<file path="config.mk">
export PLATFORM = sky130hd
export DESIGN_NAME = i2c_fifo_stat
export DESIGN_NICKNAME = d
export VERILOG_FILES = /design/src/rtl/i2cfs_pkg.sv /design/src/rtl/i2cfs_byte_fifo.sv /design/src/rtl/i2cfs_sticky_bit.sv /design/src/rtl/i2cfs_irq_unit.sv /design/src/rtl/i2c_fifo_stat.sv
export SDC_FILE = /design/constraint.sdc
export NUM_CORES = 1
export LEC_CHECK = 0
export BUFFER_PORTS_ARGS = -buffer_cell sky130_fd_sc_hd__buf_2
export CORE_MARGIN = 5
export CORE_UTILIZATION = 27
export DETAILED_ROUTE_END_ITERATION = 16
export SYNTH_ARGS = -nofsm -noshare
export SYNTH_HDL_FRONTEND = slang
export SYNTH_SLANG_ARGS = --single-unit
</file>
<file path="constraint.sdc">
create_clock -name clk -period 5.2 [get_ports clk]
set_input_delay 0.52 -clock clk [delete_from_list [all_inputs] [get_ports clk]]
set_output_delay 0.52 -clock clk [all_outputs]
set_load 0.01 [all_outputs]
</file>
<file path="src/rtl/i2cfs_pkg.sv">
package i2cfs_pkg;
  localparam int BYTE_W = 8;
  localparam int REG_W  = 16;

  typedef enum logic [1:0] {
    A_STAT = 2'd0,
    A_RXD  = 2'd1,
    A_TXD  = 2'd2,
    A_CTRL = 2'd3
  } reg_sel_e;

  typedef struct packed {
    logic ie_nack;
    logic ie_rx;
    logic ie_tx;
    logic dir_rd;
  } ctrl_t;

  // fill code: empty 00, partial 10, full 11
  function automatic logic [1:0] fill_code(input int unsigned cnt, input int unsigned depth);
    if (cnt == 0)          return 2'b00;
    else if (cnt >= depth) return 2'b11;
    else                   return 2'b10;
  endfunction
endpackage

</file>
<file path="src/rtl/i2cfs_byte_fifo.sv">
module i2cfs_byte_fifo #(
  parameter int DW    = 8,
  parameter int DEPTH = 2,
  localparam int PW   = (DEPTH > 1) ? $clog2(DEPTH) : 1,
  localparam int CW   = $clog2(DEPTH + 1)
) (
  input  logic          clk,
  input  logic          rst_n,
  input  logic          push,
  input  logic [DW-1:0] din,
  input  logic          pop,
  output logic [DW-1:0] dout,
  output logic [CW-1:0] count,
  output logic          full,
  output logic          empty,
  output logic          drop
);
  logic [DW-1:0] mem [DEPTH];
  logic [PW-1:0] rd_ptr;
  logic [PW-1:0] wr_idx;
  logic          push_ok, pop_ok;

  function automatic logic [PW-1:0] wrap_add(input logic [PW-1:0] p, input int n);
    int s;
    s = int'(p) + n;
    if (s >= DEPTH) s = s - DEPTH;
    return PW'(s);
  endfunction

  assign full    = (count == CW'(DEPTH));
  assign empty   = (count == '0);
  assign push_ok = push && !full;
  assign pop_ok  = pop && !empty;
  assign drop    = push && full;
  assign wr_idx  = wrap_add(rd_ptr, int'(count));
  assign dout    = mem[rd_ptr];

  always_ff @(posedge clk or negedge rst_n) begin
    if (!rst_n) begin
      rd_ptr <= '0;
      count  <= '0;
      for (int i = 0; i < DEPTH; i++) mem[i] <= '0;
    end else begin
      if (push_ok) mem[wr_idx] <= din;
      if (pop_ok) rd_ptr <= wrap_add(rd_ptr, 1);
      case ({push_ok, pop_ok})
        2'b10:   count <= count + 1'b1;
        2'b01:   count <= count - 1'b1;
        default: count <= count;
      endcase
    end
  end


  no_overflow_chk: assert property (@(posedge clk) disable iff (!rst_n)
    count <= CW'(DEPTH));

  full_pop_push_chk: assert property (@(posedge clk) disable iff (!rst_n)
    (full && push && pop) |=> (count == CW'(DEPTH - 1)));
endmodule

</file>
<file path="src/rtl/i2cfs_sticky_bit.sv">
module i2cfs_sticky_bit (
  input  logic clk,
  input  logic rst_n,
  input  logic set,
  input  logic clr,
  output logic q
);
  always_ff @(posedge clk or negedge rst_n) begin
    if (!rst_n) q <= 1'b0;
    else        q <= set | (q & ~clr);
  end


  set_wins_chk: assert property (@(posedge clk) disable iff (!rst_n)
    set |=> q);

  clear_chk: assert property (@(posedge clk) disable iff (!rst_n)
    (clr && !set) |=> !q);
endmodule

</file>
<file path="src/rtl/i2cfs_irq_unit.sv">
module i2cfs_irq_unit #(
  parameter int N = 3
) (
  input  logic         clk,
  input  logic         rst_n,
  input  logic [N-1:0] flags,
  input  logic [N-1:0] en,
  output logic         irq
);
  logic irq_next;
  assign irq_next = |(flags & en);

  always_ff @(posedge clk or negedge rst_n) begin
    if (!rst_n) irq <= 1'b0;
    else        irq <= irq_next;
  end


  irq_masked_chk: assert property (@(posedge clk) disable iff (!rst_n)
    (en == '0) |=> !irq);
endmodule

</file>
<file path="src/rtl/i2c_fifo_stat.sv">
module i2c_fifo_stat
  import i2cfs_pkg::*;
#(
  parameter int DEPTH = 2,
  localparam int CW   = $clog2(DEPTH + 1)
) (
  input  logic              clk,
  input  logic              rst_n,
  input  logic [1:0]        reg_addr,
  input  logic              reg_wr,
  input  logic              reg_rd,
  input  logic [REG_W-1:0]  reg_wdata,
  output logic [REG_W-1:0]  reg_rdata,
  output logic              eng_tx_valid,
  output logic [BYTE_W-1:0] eng_tx_data,
  input  logic              eng_tx_take,
  input  logic              eng_rx_valid,
  input  logic [BYTE_W-1:0] eng_rx_data,
  input  logic              eng_nack,
  output logic              irq
);
  ctrl_t             ctrl_q;
  logic [BYTE_W-1:0] cur_tx;
  logic [CW-1:0]     tx_cnt, rx_cnt;
  logic              tx_full, tx_empty, tx_drop;
  logic              rx_full, rx_empty, rx_drop;
  logic [BYTE_W-1:0] rx_head;
  logic              nack_q, ovf_q;
  logic              stat_rd, rxd_rd, txd_wr, ctrl_wr, tx_pop;
  logic              tx_req, rx_req;
  logic [REG_W-1:0]  stat_word;
  logic [7:0]        wdata_unused;

  assign wdata_unused = reg_wdata[15:8];
  assign stat_rd = reg_rd && (reg_addr == A_STAT);
  assign rxd_rd  = reg_rd && (reg_addr == A_RXD);
  assign txd_wr  = reg_wr && (reg_addr == A_TXD);
  assign ctrl_wr = reg_wr && (reg_addr == A_CTRL);
  assign tx_pop  = eng_tx_take && !tx_empty;

  i2cfs_byte_fifo #(.DW(BYTE_W), .DEPTH(DEPTH)) u_txq (
    .clk(clk), .rst_n(rst_n),
    .push(txd_wr), .din(reg_wdata[BYTE_W-1:0]),
    .pop(eng_tx_take), .dout(eng_tx_data),
    .count(tx_cnt), .full(tx_full), .empty(tx_empty), .drop(tx_drop)
  );

  i2cfs_byte_fifo #(.DW(BYTE_W), .DEPTH(DEPTH)) u_rxq (
    .clk(clk), .rst_n(rst_n),
    .push(eng_rx_valid), .din(eng_rx_data),
    .pop(rxd_rd), .dout(rx_head),
    .count(rx_cnt), .full(rx_full), .empty(rx_empty), .drop(rx_drop)
  );

  i2cfs_sticky_bit u_nack (
    .clk(clk), .rst_n(rst_n), .set(eng_nack), .clr(stat_rd), .q(nack_q)
  );

  i2cfs_sticky_bit u_ovf (
    .clk(clk), .rst_n(rst_n), .set(rx_drop), .clr(stat_rd), .q(ovf_q)
  );

  assign eng_tx_valid = !tx_empty;
  assign tx_req = !ctrl_q.dir_rd && !tx_full;
  assign rx_req = !rx_empty;

  i2cfs_irq_unit #(.N(3)) u_irq (
    .clk(clk), .rst_n(rst_n),
    .flags({nack_q, rx_req, tx_req}),
    .en({ctrl_q.ie_nack, ctrl_q.ie_rx, ctrl_q.ie_tx}),
    .irq(irq)
  );

  always_ff @(posedge clk or negedge rst_n) begin
    if (!rst_n) begin
      ctrl_q <= '0;
      cur_tx <= '0;
    end else begin
      if (ctrl_wr) ctrl_q <= ctrl_t'(reg_wdata[3:0]);
      if (tx_pop)  cur_tx <= eng_tx_data;
    end
  end

  assign stat_word = {10'd0, ovf_q, nack_q, rx_req, tx_req,
                      fill_code(int'(tx_cnt), DEPTH)};

  always_comb begin
    unique case (reg_sel_e'(reg_addr))
      A_STAT:  reg_rdata = stat_word;
      A_RXD:   reg_rdata = rx_empty ? '0 : {8'd0, rx_head};
      A_TXD:   reg_rdata = {8'd0, cur_tx};
      A_CTRL:  reg_rdata = {12'd0, ctrl_q};
      default: reg_rdata = '0;
    endcase
  end


  cur_tx_load_chk: assert property (@(posedge clk) disable iff (!rst_n)
    (eng_tx_take && eng_tx_valid) |=> (cur_tx == $past(eng_tx_data)));

  ovf_set_chk: assert property (@(posedge clk) disable iff (!rst_n)
    (eng_rx_valid && rx_full) |=> ovf_q);

  txreq_dir_chk: assert property (@(posedge clk) disable iff (!rst_n)
    ctrl_wr && reg_wdata[0] |=> !stat_word[2]);
endmodule

</file>
==> impl_metrics.py <==
metrics = {
    "status": {
        "outcome": "completed",
    },
    "power_and_ir_drop": {
        "seqPwrFrac_pct": 45.0,
        "pwr-share-comb_pct": 41.0,
        "power.switching_w": 0.000585,
        "vdd_drop_max_v": 0.000204,
        "power.internal_w": 0.00110,
        "p_leak_nw": 1.35,
        "netSwitchingFraction_pct": 34.7,
        "p_clk_share_pct": 14.1,
        "power_density_nw_per_um2": 557,
    },
    "worst_setup_path": {
        "worstSetupPathType": "register to primary output",
        "critPathCaptureType": "primary output",
        "critical_path_peak_fanout": 13,
        "worstPathRequired_ps": 4680,
        "startpoint_type": "register",
        "r2r_cells": 3,
        "arrival_ps": 1810,
    },
    "synth": {
        "avgSynthCellArea_um2": 12.7,
        "synth_enable_flop_cells": 0,
        "synth_cells": 208,
        "ys_seq_elements": 53,
        "ys_async_sr_fraction_pct": 100,
        "yosys_warnings": 0,
        "synthesis.area_um2": 2640,
        "ys_types": 38,
        "synthFlopType": "dfrtp_1",
        "yosysSeqAreaShare_pct": 50.3,
    },
    "grt": {
        "grt_pass1_vias": 1800,
        "grt_max_degree": 54,
        "grt_pass1_wl_um": 8850,
        "antenna_found_initial": 0,
        "grt.overflow.total": 0,
        "grtUsageTotal_pct": 9.82,
    },
    "clock_network": {
        "cts_setup_buffers": 0,
        "cts-root-buf": "clkbuf_8",
        "clock_sinks": 53,
        "cts_tree": "built",
        "clock_path_buffers": 2,
        "cts_hold_buf": 0,
        "htree_levels": 2,
        "clock_latency_ps": 300,
        "cts_buffers": 5,
        "path_clk_slew_ps": 90,
        "cts_resized": 0,
    },
    "route": {
        "wl_per_cell_um": 14.3,
        "routed_wl_um": 5450,
        "dr.pass1.iters": 4,
        "drt_iter0_drc": 49,
        "dr_total_vias": 1663,
        "drc": 0,
        "ant_nets": 0,
        "viasPerCell": 4.35,
    },
    "cells_and_area": {
        "fillCellCount": 1017,
        "diodes": 0,
        "final_util_pct": 31.4,
        "nNetsFinal": 284,
        "finalNonFillerCells": 382,
        "area_delta_synth_final_pct": 14.7,
        "layout_common_cells": "53 x dfrtp_1, 51 x mux2_2, 42 x buf_2",
        "drive_gt1_share_pct": 43.4,
        "final_common_cell": "dfrtp_1",
    },
    "placement": {
        "gp_congestion": 0.725,
        "dpl.hpwl_um": 4100,
        "port_buffers": 42,
        "dpl.cell_count": 375,
    },
    "floorplan": {
        "num_rows": 36,
        "die_y_um": 109,
        "coreArea_um2": 9640,
        "die_w_um": 109,
        "start_util_pct": 27.4,
        "pin_count": 59,
        "dieArea_um2": 11800,
    },
    "timing": {
        "slew_violations": 0,
        "skew_ps": 6.82,
        "timing.final.crit_share_pct": 44.7,
        "fmax_mhz": 430,
        "rsz0062_at_grt": "false",
        "hold_ws_ps": 334,
        "slew_headroom_pct": 54.7,
        "setup_viol": 0,
        "hold_viol_final": 0,
        "finalCriticalPeriod_ps": 2330,
        "worstMarginPinSlew_ps": 680,
        "fin_tns_setup_ps": 0,
    },
    "worst_hold_path": {
        "hp-class": "input port to async pin",
    },
    "flow_run": {
        "max_cap_violations": 0,
    },
}
[power by group through the flow]
stage          registers (W)  clock network, W  logic, W
4_1_cts             0.000760          0.000248  0.000711
3_5_place_dp        0.000769                 0  0.000708
2_1_floorplan       0.000688                 0  0.000598
3_3_place_gp        0.000757                 0  0.000695
5_1_grt             0.000790          0.000264  0.000765
6_report            0.000758          0.000237  0.000691
[per-layer routing]
layer,GRT usage [%],vias up,wire length (um)
met1,13.1,818,2590
met3,2.49,6,227
met2,15.9,40,2570
met4,2.61,0,60
met5,0,-,0
li1,-,799,-
[path summary, 6_finish.rpt]
check / startpoint / endpoint / slack [ps]
worst max-delay path: u_rxq.rd_ptr$_DFFE_PN0P_ / reg_rdata[1] / 2870
worst min register to register: u_rxq.mem[7]$_DFFE_PN0P_ / u_rxq.mem[7]$_DFFE_PN0P_ / 500
min in group clk: eng_nack / u_nack.q$_DFF_PN0_ / 420
max in group asynchronous: rst_n / u_txq.mem[9]$_DFFE_PN0P_ / 4410
worst min-delay path: rst_n / u_rxq.mem[13]$_DFFE_PN0P_ / 330
worst max register to register: u_txq.rd_ptr$_DFFE_PN0P_ / u_txq.mem[9]$_DFFE_PN0P_ / 3350
[Yosys cell counts, types with 2 or more instances]
master / instances / area (um2)
dfrtp_1: 53 / 1330
mux2_2: 51 / 574
mux2i_1: 9 / 90.1
buf_4: 8 / 60.1
inv_1: 7 / 26.3
o21ai_0: 7 / 35.0
xnor2_1: 7 / 61.3
nand2_1: 6 / 22.5
nand3_1: 6 / 30.0
nor2_1: 6 / 22.5
nor2b_1: 5 / 31.3
a21o_1: 4 / 30.0
buf_2: 3 / 15.0
buf_6: 3 / 33.8
clkbuf_1: 3 / 11.3
a21oi_1: 2 / 10.0
ha_1: 2 / 25.0
mux2_1: 2 / 22.5
nand2b_1: 2 / 12.5
nor3_1: 2 / 10.0
o21ai_4: 2 / 32.5
o22ai_1: 2 / 12.5
[flip-flops by register name, indices dropped and copies added, names as in the netlist]
name          flops
ctrl_q            4
cur_tx            8
u_irq.irq         1
u_nack.q          1
u_ovf.q           1
u_rxq.count       2
u_rxq.mem        16
u_rxq.rd_ptr      1
u_txq.count       2
u_txq.mem        16
u_txq.rd_ptr      1
[final cells by class]
| cell class | count | area, um2 | area share [%] |
|---|---|---|---|
| clock buffer | 6 | 82.6 | 2.73 |
| clock inverter | 1 | 7.51 | 0.248 |
| inverter | 7 | 26.3 | 0.868 |
| multi-input combinational | 138 | 1190 | 39.4 |
| sequential | 53 | 1330 | 43.8 |
| tap | 133 | 166 | 5.50 |
| timing repair buffer | 44 | 225 | 7.44 |
[cells by family (layout without fill, tap and decap cells)]
group                      count (synthesis)  after routing  synth area share [%]
muxes                                     62             62                  26.0
DFF                                       53             53                  50.3
and+or+nand+nor                           33             33                  6.74
AOI/OAI and AO/OA                         25             25                  7.64
buffers and inverters                     24             58                  5.55
xor gates and xnor gates                   8              8                  2.66
adders and majority gates                  2              2                 0.949
other                                      1              8                 0.142
[per-stage QoR]
step / instance area, um2 / setup slack, ps / power [W]
final: 3030 / 2870 / 0.00169
after detailed placement: 2940 / 3100 / 0.00148
after CTS: 3030 / 2860 / 0.00172
after floorplan: 2660 / 3250 / 0.00129
after global routing: 3030 / 2720 / 0.00182
after global placement: 2940 / 3080 / 0.00145
[worst max-delay path: stages (launching register included)]
cell and delay, ps:
dfrtp_1 720, mux2_2 260, nand3_1 70, a32oi_1 260, buf_2 180
Power figures use the tool's default switching activity.
